<file path="src/rtl/pva_pkg.sv">
package pva_pkg;
  typedef enum logic [2:0] {
    ST_OFF,
    ST_START,
    ST_POLL,
    ST_ON,
    ST_STOP
  } pva_state_e;

  localparam logic [1:0] ADDR_VOTE_SET = 2'd0;
  localparam logic [1:0] ADDR_VOTE_CLR = 2'd1;
  localparam logic [1:0] ADDR_STATUS   = 2'd2;

  localparam int STAT_BUSY  = 0;
  localparam int STAT_ON    = 1;
  localparam int STAT_READY = 2;
  localparam int STAT_TMO   = 3;
endpackage

</file>
<file path="src/rtl/pva_vote_reg.sv">
module pva_vote_reg #(
  parameter int N_MASTERS = 8
) (
  input  logic                 clk,
  input  logic                 rst,
  input  logic [N_MASTERS-1:0] boot_votes,
  input  logic [N_MASTERS-1:0] set_mask,
  input  logic [N_MASTERS-1:0] clr_mask,
  output logic [N_MASTERS-1:0] votes,
  output logic                 vote_any
);
  always_ff @(posedge clk) begin
    if (rst) votes <= boot_votes;
    else     votes <= (votes & ~clr_mask) | set_mask;
  end

  assign vote_any = |votes;

  assert_set_lands_R2: assert property (@(posedge clk) disable iff (rst)
    (|set_mask) |=> ((votes & $past(set_mask)) == $past(set_mask)));

  assert_clear_lands_R3: assert property (@(posedge clk) disable iff (rst)
    (|(clr_mask & ~set_mask)) |=> ((votes & $past(clr_mask & ~set_mask)) == '0));
endmodule

</file>
<file path="src/rtl/pva_poll_timer.sv">
module pva_poll_timer #(
  parameter int POLL_GAP   = 200,
  parameter int POLL_LIMIT = 200
) (
  input  logic clk,
  input  logic rst,
  input  logic run,
  output logic tick,
  output logic last
);
  localparam int GW = $clog2(POLL_GAP + 1);
  localparam int PW = $clog2(POLL_LIMIT + 1);

  logic [GW-1:0] gap_cnt;
  logic [PW-1:0] poll_cnt;

  assign tick = run && (gap_cnt == GW'(POLL_GAP - 1));
  assign last = tick && (poll_cnt == PW'(POLL_LIMIT - 1));

  always_ff @(posedge clk) begin
    if (rst || !run) begin
      gap_cnt  <= '0;
      poll_cnt <= '0;
    end else if (tick) begin
      gap_cnt  <= '0;
      poll_cnt <= poll_cnt + 1'b1;
    end else begin
      gap_cnt  <= gap_cnt + 1'b1;
    end
  end

  assert_poll_bounded_R7: assert property (@(posedge clk) disable iff (rst)
    run |-> (poll_cnt < PW'(POLL_LIMIT)));
endmodule

</file>
<file path="src/rtl/pva_seq_fsm.sv">
module pva_seq_fsm
  import pva_pkg::*;
(
  input  logic clk,
  input  logic rst,
  input  logic boot_on,
  input  logic vote_any,
  input  logic start_ack,
  input  logic stop_ack,
  input  logic poll_tick,
  input  logic poll_last,
  input  logic lock_seen,
  output logic start_req,
  output logic stop_req,
  output logic pll_on,
  output logic pll_ready,
  output logic poll_run,
  output logic busy,
  output logic timeout_hit
);
  pva_state_e state;

  assign poll_run = (state == ST_POLL);
  assign busy     = (state == ST_START) || (state == ST_POLL) || (state == ST_STOP);

  always_ff @(posedge clk) begin
    if (rst) begin
      state       <= boot_on ? ST_ON : ST_OFF;
      pll_on      <= boot_on;
      pll_ready   <= boot_on;
      start_req   <= 1'b0;
      stop_req    <= 1'b0;
      timeout_hit <= 1'b0;
    end else begin
      timeout_hit <= 1'b0;
      unique case (state)
        ST_OFF: if (vote_any) begin
          start_req <= 1'b1;
          state     <= ST_START;
        end
        ST_START: if (start_ack) begin
          start_req <= 1'b0;
          pll_on    <= 1'b1;
          state     <= ST_POLL;
        end
        ST_POLL: if (poll_tick) begin
          if (lock_seen) begin
            pll_ready <= 1'b1;
            state     <= ST_ON;
          end else if (poll_last) begin
            timeout_hit <= 1'b1;
            state       <= ST_ON;
          end
        end
        ST_ON: if (!vote_any) begin
          stop_req  <= 1'b1;
          pll_ready <= 1'b0;
          state     <= ST_STOP;
        end
        ST_STOP: if (stop_ack) begin
          stop_req <= 1'b0;
          pll_on   <= 1'b0;
          if (vote_any) begin
            start_req <= 1'b1;
            state     <= ST_START;
          end else begin
            state <= ST_OFF;
          end
        end
        default: state <= ST_OFF;
      endcase
    end
  end

  assert_req_exclusive_R11: assert property (@(posedge clk) disable iff (rst)
    !(start_req && stop_req));

  assert_on_after_ack_R5: assert property (@(posedge clk) disable iff (rst)
    (state == ST_START && start_ack) |=> pll_on);

  assert_stop_when_idle_R9: assert property (@(posedge clk) disable iff (rst)
    $rose(stop_req) |-> !$past(vote_any));

  assert_ready_needs_on_R6: assert property (@(posedge clk) disable iff (rst)
    pll_ready |-> pll_on);

  assert_off_on_stop_ack_R10: assert property (@(posedge clk) disable iff (rst)
    (state == ST_STOP && stop_ack) |=> !pll_on);
endmodule

</file>
<file path="src/rtl/pll_vote_arbiter.sv">
module pll_vote_arbiter
  import pva_pkg::*;
#(
  parameter int N_MASTERS  = 8,
  parameter int HOST_BIT   = 1,
  parameter int POLL_GAP   = 200,
  parameter int POLL_LIMIT = 200
) (
  input  logic                 clk,
  input  logic                 rst,
  input  logic [N_MASTERS-1:0] boot_votes,
  input  logic [N_MASTERS-1:0] hw_vote_set,
  input  logic [N_MASTERS-1:0] hw_vote_clr,
  input  logic [1:0]           reg_addr,
  input  logic                 reg_wr,
  input  logic [N_MASTERS-1:0] reg_wdata,
  output logic [N_MASTERS-1:0] reg_rdata,
  output logic                 start_req,
  input  logic                 start_ack,
  output logic                 stop_req,
  input  logic                 stop_ack,
  input  logic                 pll_ready_in,
  output logic                 pll_on,
  output logic                 pll_ready,
  output logic                 timeout_err
);
  logic [N_MASTERS-1:0] set_mask, clr_mask, votes;
  logic vote_any, poll_run, poll_tick, poll_last, busy, timeout_hit;
  logic lock_q, tmo_clear;

  assign set_mask  = hw_vote_set | ((reg_wr && reg_addr == ADDR_VOTE_SET) ? reg_wdata : '0);
  assign clr_mask  = hw_vote_clr | ((reg_wr && reg_addr == ADDR_VOTE_CLR) ? reg_wdata : '0);
  assign tmo_clear = reg_wr && (reg_addr == ADDR_STATUS) && reg_wdata[STAT_TMO];

  pva_vote_reg #(.N_MASTERS(N_MASTERS)) u_votes (
    .clk(clk), .rst(rst), .boot_votes(boot_votes),
    .set_mask(set_mask), .clr_mask(clr_mask),
    .votes(votes), .vote_any(vote_any)
  );

  pva_poll_timer #(.POLL_GAP(POLL_GAP), .POLL_LIMIT(POLL_LIMIT)) u_timer (
    .clk(clk), .rst(rst), .run(poll_run), .tick(poll_tick), .last(poll_last)
  );

  pva_seq_fsm u_fsm (
    .clk(clk), .rst(rst), .boot_on(boot_votes[HOST_BIT]), .vote_any(vote_any),
    .start_ack(start_ack), .stop_ack(stop_ack),
    .poll_tick(poll_tick), .poll_last(poll_last), .lock_seen(lock_q),
    .start_req(start_req), .stop_req(stop_req), .pll_on(pll_on),
    .pll_ready(pll_ready), .poll_run(poll_run), .busy(busy),
    .timeout_hit(timeout_hit)
  );

  always_ff @(posedge clk) begin
    if (rst) begin
      lock_q      <= 1'b0;
      timeout_err <= 1'b0;
      reg_rdata   <= '0;
    end else begin
      lock_q <= pll_ready_in;
      if (timeout_hit)    timeout_err <= 1'b1;
      else if (tmo_clear) timeout_err <= 1'b0;
      reg_rdata <= '0;
      case (reg_addr)
        ADDR_VOTE_SET: reg_rdata <= votes;
        ADDR_STATUS: begin
          reg_rdata[STAT_BUSY]  <= busy;
          reg_rdata[STAT_ON]    <= pll_on;
          reg_rdata[STAT_READY] <= pll_ready;
          reg_rdata[STAT_TMO]   <= timeout_err;
        end
        default: ;
      endcase
    end
  end

  assert_timeout_sticky_R7: assert property (@(posedge clk) disable iff (rst)
    (timeout_err && !tmo_clear) |=> timeout_err);

  assert_timeout_w1c_R8: assert property (@(posedge clk) disable iff (rst)
    (tmo_clear && !timeout_hit) |=> !timeout_err);
endmodule

</file>
<file path="config.mk">
export PLATFORM = sky130hd
export DESIGN_NAME = pll_vote_arbiter
export DESIGN_NICKNAME = d
export VERILOG_FILES = /design/src/rtl/pva_pkg.sv /design/src/rtl/pva_vote_reg.sv /design/src/rtl/pva_poll_timer.sv /design/src/rtl/pva_seq_fsm.sv /design/src/rtl/pll_vote_arbiter.sv
export SDC_FILE = /design/constraint.sdc
export NUM_CORES = 1
export LEC_CHECK = 0
export BUFFER_PORTS_ARGS = -buffer_cell sky130_fd_sc_hd__clkbuf_2
export CAP_MARGIN = 15
export CORE_ASPECT_RATIO = 0.9
export CORE_MARGIN = 4
export CORE_UTILIZATION = 50
export DETAILED_ROUTE_END_ITERATION = 8
export PLACE_DENSITY = 0.76
export SYNTH_ARGS = -nofsm -noshare
export SYNTH_HDL_FRONTEND = slang
export SYNTH_SLANG_ARGS = --single-unit
</file>
<file path="constraint.sdc">
create_clock -name clk -period 2.35 [get_ports clk]
set_clock_uncertainty 0.2 [all_clocks]
set_input_delay 0.235 -clock clk [delete_from_list [all_inputs] [get_ports clk]]
set_output_delay 0.235 -clock clk [all_outputs]
set_load 0.01 [all_outputs]
</file>
==> run metrics, run 1 <==
status=complete, no violations; hold_sp=rst; startpoint types=flip-flop; io pins=53; hold path cells=2; worst path bufs/invs=0; FMAX=0.4578 GHz; drt pass-1 iters=4; FFs w/ async S/R, synth=0%; Netlist cell types=46; max_slew headroom=61.57%; DIE AREA=5037 sq um; Total GRT Usage=20.50%; FF-to-FF Start=u_timer.gap_cnt[0]; peak supply drop=0.5687 mV; DRT antenna net count=0; CTS tree=yes; post-synthesis sequential area ratio=44.95%; antenna violations before repair=0; # setup viols final=0; Initial Utilization=52.75%; CTS sink cnt=42; n_diodes=0; area of the mapped netlist=1982 sq um; Top delay family on crit path=simple AND/OR/NAND/NOR gates; cell taking the most area after synthesis=dfxtp_1; worst endpoint required time=2.12 ns; core area=3757 sq um; Synth area leaders=dfxtp_1 37%, edfxtp_1 7.6%, nor2_1 4.5%; largest net degree at the start of global routing=27; Max Slew Vio Count=0; Max-Cap Viols=0; crit path DAT=1.96 ns; slew at the pin closest to its max-slew limit=0.5739 ns; worst reg-to-reg path cell count=5; Final Cycle Share=92.95%; FF+latch count, synth=42; YS warnings=0; Post-synth EDFFs=5; routed via count=1,859; Critical Path Start=u_timer.gap_cnt[0]; routed wire length=4837 um; Congestion Overflow GR=0; prevailing post-synth register cell=dfxtp_1; Crit. End Element=flip-flop; share of post-route cells with drive strength above 1=25.17%; fin crit period=2.184 ns; worst-path fanout max=5; clock buffer depth=2; Net Count, Synth=263; FF-to-FF End=u_fsm.state[2]; Crit path largest cell delay=0.39 ns; DP HPWL=3312 um; clk root buf=clkbuf_8; Placement Setup Slack=0.1671 ns; vias per inst=5.468; HP Class=primary input to flip-flop; final hold violation count=0; cells along the critical path=ha_1, nand3b_1, nor4_2, nand4_1, a211oi_2; Mapped Avg Cell Area=8.968 sq um; nets@finish=335; fin worst setup slack=0.1657 ns; unrepaired setup endpoints after global routing=false; WL/cell=14.23 um; pwr dens=772.1 nW/um^2; r2r setup slk=0.17 ns; Filler Cell Count=292; TNS Setup=0 ns; Crit Path Category=flip-flop to flip-flop; drt initial violations=129; GP Congestion=0.8326; vias in the first global route=1,706; worst skew pair latency=0.29 ns; top cell type's share of synthesized area=37.37%; DRC errors left=0; Syn Inst Count=221; die height=67.73 um; Lkg Pwr=1.084 nW; Chip Width=74.37 um; Min-Delay Endpoint=lock_q; PortBufs=52; Area Growth Syn to Fin=31.38%; CTS buffer count=5; H-tree Lvls=2; CP max stage cell=dfxtp_1; Rows=21; clk slew on worst S/H paths=0.07 ns; wire length of the first global-routing pass=7755 um
power by group:
group	leakage, nW	switching [mW]	internal (mW)
sequential	0.352	0.0371	0.804
combinational	0.662	0.289	0.230
clock	0.0696	0.240	0.410
total	1.08	0.567	1.44
layout make-up:
type                            count  area (sq um)  share of cell area [%]
Clock buffer                        7         107.6                   4.133
Clock inverter                      1         30.03                   1.153
Inverter                            9         33.78                   1.297
Multi-Input combinational cell    160          1011                   38.83
Sequential cell                    42         890.9                   34.21
Tap cell                           46         57.56                   2.210
Timing Repair Buffer               75         473.0                   18.16
registers in the layout, indices dropped and copies added (netlist names):
register / cells
u_fsm.stop_req: 1
reg_rdata: 8
u_votes.votes: 8
u_fsm.pll_on: 1
u_fsm.start_req: 1
u_fsm.pll_ready: 1
lock_q: 1
u_timer.gap_cnt: 8
u_timer.poll_cnt: 8
u_fsm.timeout_hit: 1
u_fsm.state: 3
timeout_err: 1
synthesized netlist by cell type, types with 2 or more instances:
library cell / number
ha_1: 2
clkbuf_1: 3
a31oi_1: 3
dfxtp_1: 37
nand2_1: 13
and3_1: 3
a2111oi_0: 2
nor2_1: 24
nor4_2: 2
a21oi_1: 11
xnor2_1: 4
mux2i_1: 5
buf_2: 7
and3b_1: 2
o21ai_1: 14
o31ai_1: 2
nor4_1: 3
and2_1: 4
edfxtp_1: 5
a211oi_1: 7
inv_1: 8
nor3_1: 7
nand3b_1: 2
nand3_1: 10
xor2_1: 8
nand2b_1: 10
nand4_1: 4
worst max path at each step:
stage                     cells after the start  slack, ns             end
final                                         5       0.17  u_fsm.state[2]
after global routing                          5       0.02  u_fsm.state[2]
after CTS                                     5       0.13  u_fsm.state[2]
after detailed placement                      5       0.17  u_fsm.state[2]
after global placement                        5       0.24  u_fsm.state[2]
after floorplan                               4       0.31  u_fsm.state[0]
per-stage QoR:
stage	hold WS (ns)	instances	cell area (sq um)	utilization [%]	total power, mW
3_5_place_dp	0.2260	316	2306	61.37	1.339
6_report	0.01664	340	2604	69.30	2.010
5_1_grt	0.02639	340	2604	69.30	2.133
3_3_place_gp	0.2211	316	2306	61.37	1.328
4_1_cts	0.01008	340	2604	69.30	2.014
2_1_floorplan	0.1538	221	1982	-	1.185
per-layer routing:
metal  GRT usage, %  wire, um
met4          13.33       123
met5              0         0
met1          26.52      2147
met3          5.208       326
met2          30.04      2240
layout by cell type, fill, tap and decap left out, types with 2 or more instances in the layout:
cell type      count
a2111oi_0          2
a211oi_1           7
a21oi_1           11
a31oi_1            3
and2_1             4
and3_1             3
and3b_1            2
buf_4              7
clkbuf_2          52
clkbuf_8           6
dfxtp_1           37
dlygate4sd3_1     16
edfxtp_1           5
ha_1               2
inv_1              8
mux2i_1            5
nand2_1           13
nand2b_1          10
nand3_1           10
nand3b_1           2
nand4_1            4
nor2_1            24
nor3_1             7
nor4_1             3
nor4_2             2
o21ai_1           14
o31ai_1            2
xnor2_1            4
xor2_1             8
worst register-to-register path, cell delays in order (launching register included):
cell and delay [ns]:
dfxtp_1 0.39, ha_1 0.27, nand3b_1 0.19, nor4_2 0.33, nand4_1 0.18, a211oi_2 0.31
kinds of logic (layout without fill, tap and decap cells):
family	count (synthesis)	after routing	share of synthesized area [%]
AOI/OAI and AO/OA	46	46	14.84
xor gates and xnor gates	12	12	5.303
adders and majority gates	2	2	1.262
buffers and inverters	19	92	4.040
DFF	42	42	44.95
muxes	5	5	2.525
and+or+nand+nor	95	95	27.08
timing repair:
item,in CTS,in global routing
hold buffers,16,0
endpoints found under the setup margin,0,3
hold endpoints to repair,9,0
buffers inserted,0,0
resized for setup,0,0
(Power assumes the default switching activity.)
==> run 2, diff against run 1 <==
REMOVE_ABC_BUFFERS = 1   (was unset)
==> run 2 against run 1 <==
Final cell count fell by 1.2%. Sequential power hardly changed. Fmax fell by 0.41%. Largest cell class unchanged. Critical endpoint unchanged. Clock power is 34% lower. First-iteration DRC count is 7.0% higher. Register-to-register slack about the same. Worst setup slack got worse by 0.0090 ns. Largest power group unchanged. Total power shrank 11%. Global-route usage decreased by 0.55 points.
==> run metrics, run 2 (synthesis results as in run 1) <==
wire length of the first global-routing pass=7617 um (was 7755 um); most frequent cells in the layout=52 x clkbuf_2, 37 x dfxtp_1, 24 x nor2_1 (unchanged); Net Sw Frac=30.74% (was 28.19%); n_diodes=0 (unchanged); Congestion Overflow GR=0 (unchanged); commonest non-fill, non-tap cell in the layout=clkbuf_2 (unchanged); Power, Total=1.781 mW (was 2.010 mW); part of the power in registers=47.3% (was 41.8%); clk slew on worst S/H paths=0.07 ns (about the same); Initial Utilization=52.75% (unchanged); CTS buffer count=5 (unchanged); Top delay family on crit path=simple AND/OR/NAND/NOR gates (unchanged); cells along the critical path=ha_1, nand3b_1, nor4_2, nand4_1, a211oi_2 (unchanged); FF-to-FF Start=u_timer.gap_cnt[0] (unchanged); Rows=21 (unchanged); peak supply drop=0.7571 mV (was 0.5687 mV); pwr dens=708.4 nW/um^2 (was 772.1 nW/um^2); FMAX=0.4559 GHz (was 0.4578 GHz); hold_sp=hw_vote_set[2] (was rst); Int Power=1.234 mW (was 1.444 mW); DR top layer=met4 (unchanged); Crit. End Element=flip-flop (unchanged); die height=67.73 um (unchanged); Total GRT Usage=19.95% (was 20.50%); NetSw=0.5476 mW (was 0.5667 mW); io pins=53 (unchanged); Chip Width=74.37 um (unchanged); slew at the pin closest to its max-slew limit=0.5837 ns (was 0.5739 ns); clock buffer depth=2 (unchanged); CP max stage cell=dfxtp_1 (unchanged); Final Util=66.93% (was 69.30%); DR WL met3=280 um (was 326 um); Final Cycle Share=93.33% (was 92.95%); share of post-route cells with drive strength above 1=24.14% (was 25.17%); WL met1=2222 um (was 2147 um); largest net degree at the start of global routing=23 (was 27); hold path cells=3 (was 2); CTS tree=yes (unchanged); DRC errors left=0 (unchanged); Final Cell Area=2515 sq um (was 2604 sq um); worst skew pair latency=0.29 ns (about the same); H-tree Lvls=2 (unchanged); drt pass-1 iters=4 (unchanged); post-CTS resize count=0 (unchanged); clk root buf=clkbuf_8 (unchanged); Crit path depth=5 (unchanged); worst-path fanout max=5 (unchanged); Area Growth Syn to Fin=26.89% (was 31.38%); crit path DAT=1.97 ns (was 1.96 ns); FF-to-FF End=u_fsm.state[2] (unchanged); clock group share of total power=24.2% (was 32.3%); Lkg Pwr=1.039 nW (was 1.084 nW); final hold violation count=0 (unchanged); Max Slew Vio Count=0 (unchanged); worst hold slack=0.008102 ns (was 0.01664 ns); DIE AREA=5037 sq um (unchanged); Detail Route met2 WL=2093 um (was 2240 um); Max-Cap Viols=0 (unchanged); vias per inst=5.512 (was 5.468); max_slew headroom=60.92% (was 61.57%); DP HPWL=3407 um (was 3312 um); vias in the first global route=1,731 (was 1,706); worst reg-to-reg path cell count=5 (unchanged); Comb pwr share=28.5% (was 25.8%); CTS sink cnt=42 (unchanged); status=complete, no violations (unchanged); unrepaired setup endpoints after global routing=false (unchanged); r2r setup slk=0.16 ns (was 0.17 ns); routed via count=1,852 (was 1,859); fin crit period=2.193 ns (was 2.184 ns); # setup viols final=0 (unchanged); Critical Path Start=u_timer.gap_cnt[0] (unchanged); WL/cell=13.94 um (was 14.23 um); PortBufs=52 (unchanged); routed wire length=4685 um (was 4837 um); drt initial violations=138 (was 129); Crit Path Category=flip-flop to flip-flop (unchanged); GP Congestion=0.8561 (was 0.8326); worst endpoint required time=2.12 ns (about the same); Crit path largest cell delay=0.38 ns (was 0.39 ns); setup bufs post-CTS=0 (unchanged); Post-Place Cell Area=2298 sq um (was 2306 sq um); worst path bufs/invs=0 (unchanged); HP Class=primary input to flip-flop (unchanged); Min-Delay Endpoint=u_votes.votes[2] (was lock_q); core area=3757 sq um (unchanged); nets@finish=332 (was 335); DRT antenna net count=0 (unchanged); antenna violations before repair=0 (unchanged); startpoint types=flip-flop (unchanged); TNS Setup=0 ns (unchanged)
-- run 2: changes by cell type in the layout (fill, tap and decap cells not counted), sizes merged --
cell,change
bufinv,-1
dlygate4sd3,-2
buf,-1
-- run 2: how the worst max path moves through the flow --
| stage | end | slack [ns] |
|---|---|---|
| 5_1_grt | u_fsm.state[2] | 0.003 |
| 2_1_floorplan | u_fsm.state[0] | 0.15 |
| 4_1_cts | u_fsm.state[2] | 0.16 |
| 3_3_place_gp | u_fsm.state[2] | 0.25 |
| 3_5_place_dp | u_fsm.state[2] | 0.17 |
| 6_report | u_fsm.state[2] | 0.16 |
-- run 2: worst min-delay path, delay by kind of cell --
kind / cells / cell delay (ns)
buffers and inverters: 1 / 0.08
AOI/OAI and AO/OA: 2 / 0.15
-- run 2: layout make-up --
class	instances	area (sq um)
fillers	337	1242
multi-input cells	160	1011
flip-flops and latches	42	890.9
repair buffers	72	445.4
clock buffers	7	76.32
well taps	46	57.56
inverters	9	33.78
-- run 2: metrics by stage --
step	setup WS, ns	std cells
final	0.1567	336
after global placement	0.2491	315
after CTS	0.1560	336
after detailed placement	0.1716	315
after global routing	0.002541	336
after floorplan	0.1545	211
-- run 2: layer usage --
| metal | GRT usage [%] | vias to the layer above |
|---|---|---|
| met5 | 0 | - |
| met4 | 8.222 | 0 |
| met3 | 5.357 | 11 |
| met2 | 31.36 | 51 |
| met1 | 25.84 | 860 |
| li1 | - | 930 |
-- run 2: what timing repair did --
action	in CTS	in global routing
setup endpoints to repair	0	0
hold buffers	14	0
endpoints found under the hold margin	9	0
-- run 2: power groups by stage --
stage	registers (mW)	clock network (mW)	logic, mW
2_1_floorplan	0.915	0	0.238
5_1_grt	0.850	0.478	0.560
6_report	0.843	0.430	0.508
4_1_cts	0.842	0.439	0.507
3_5_place_dp	0.858	0	0.482
3_3_place_gp	0.854	0	0.474
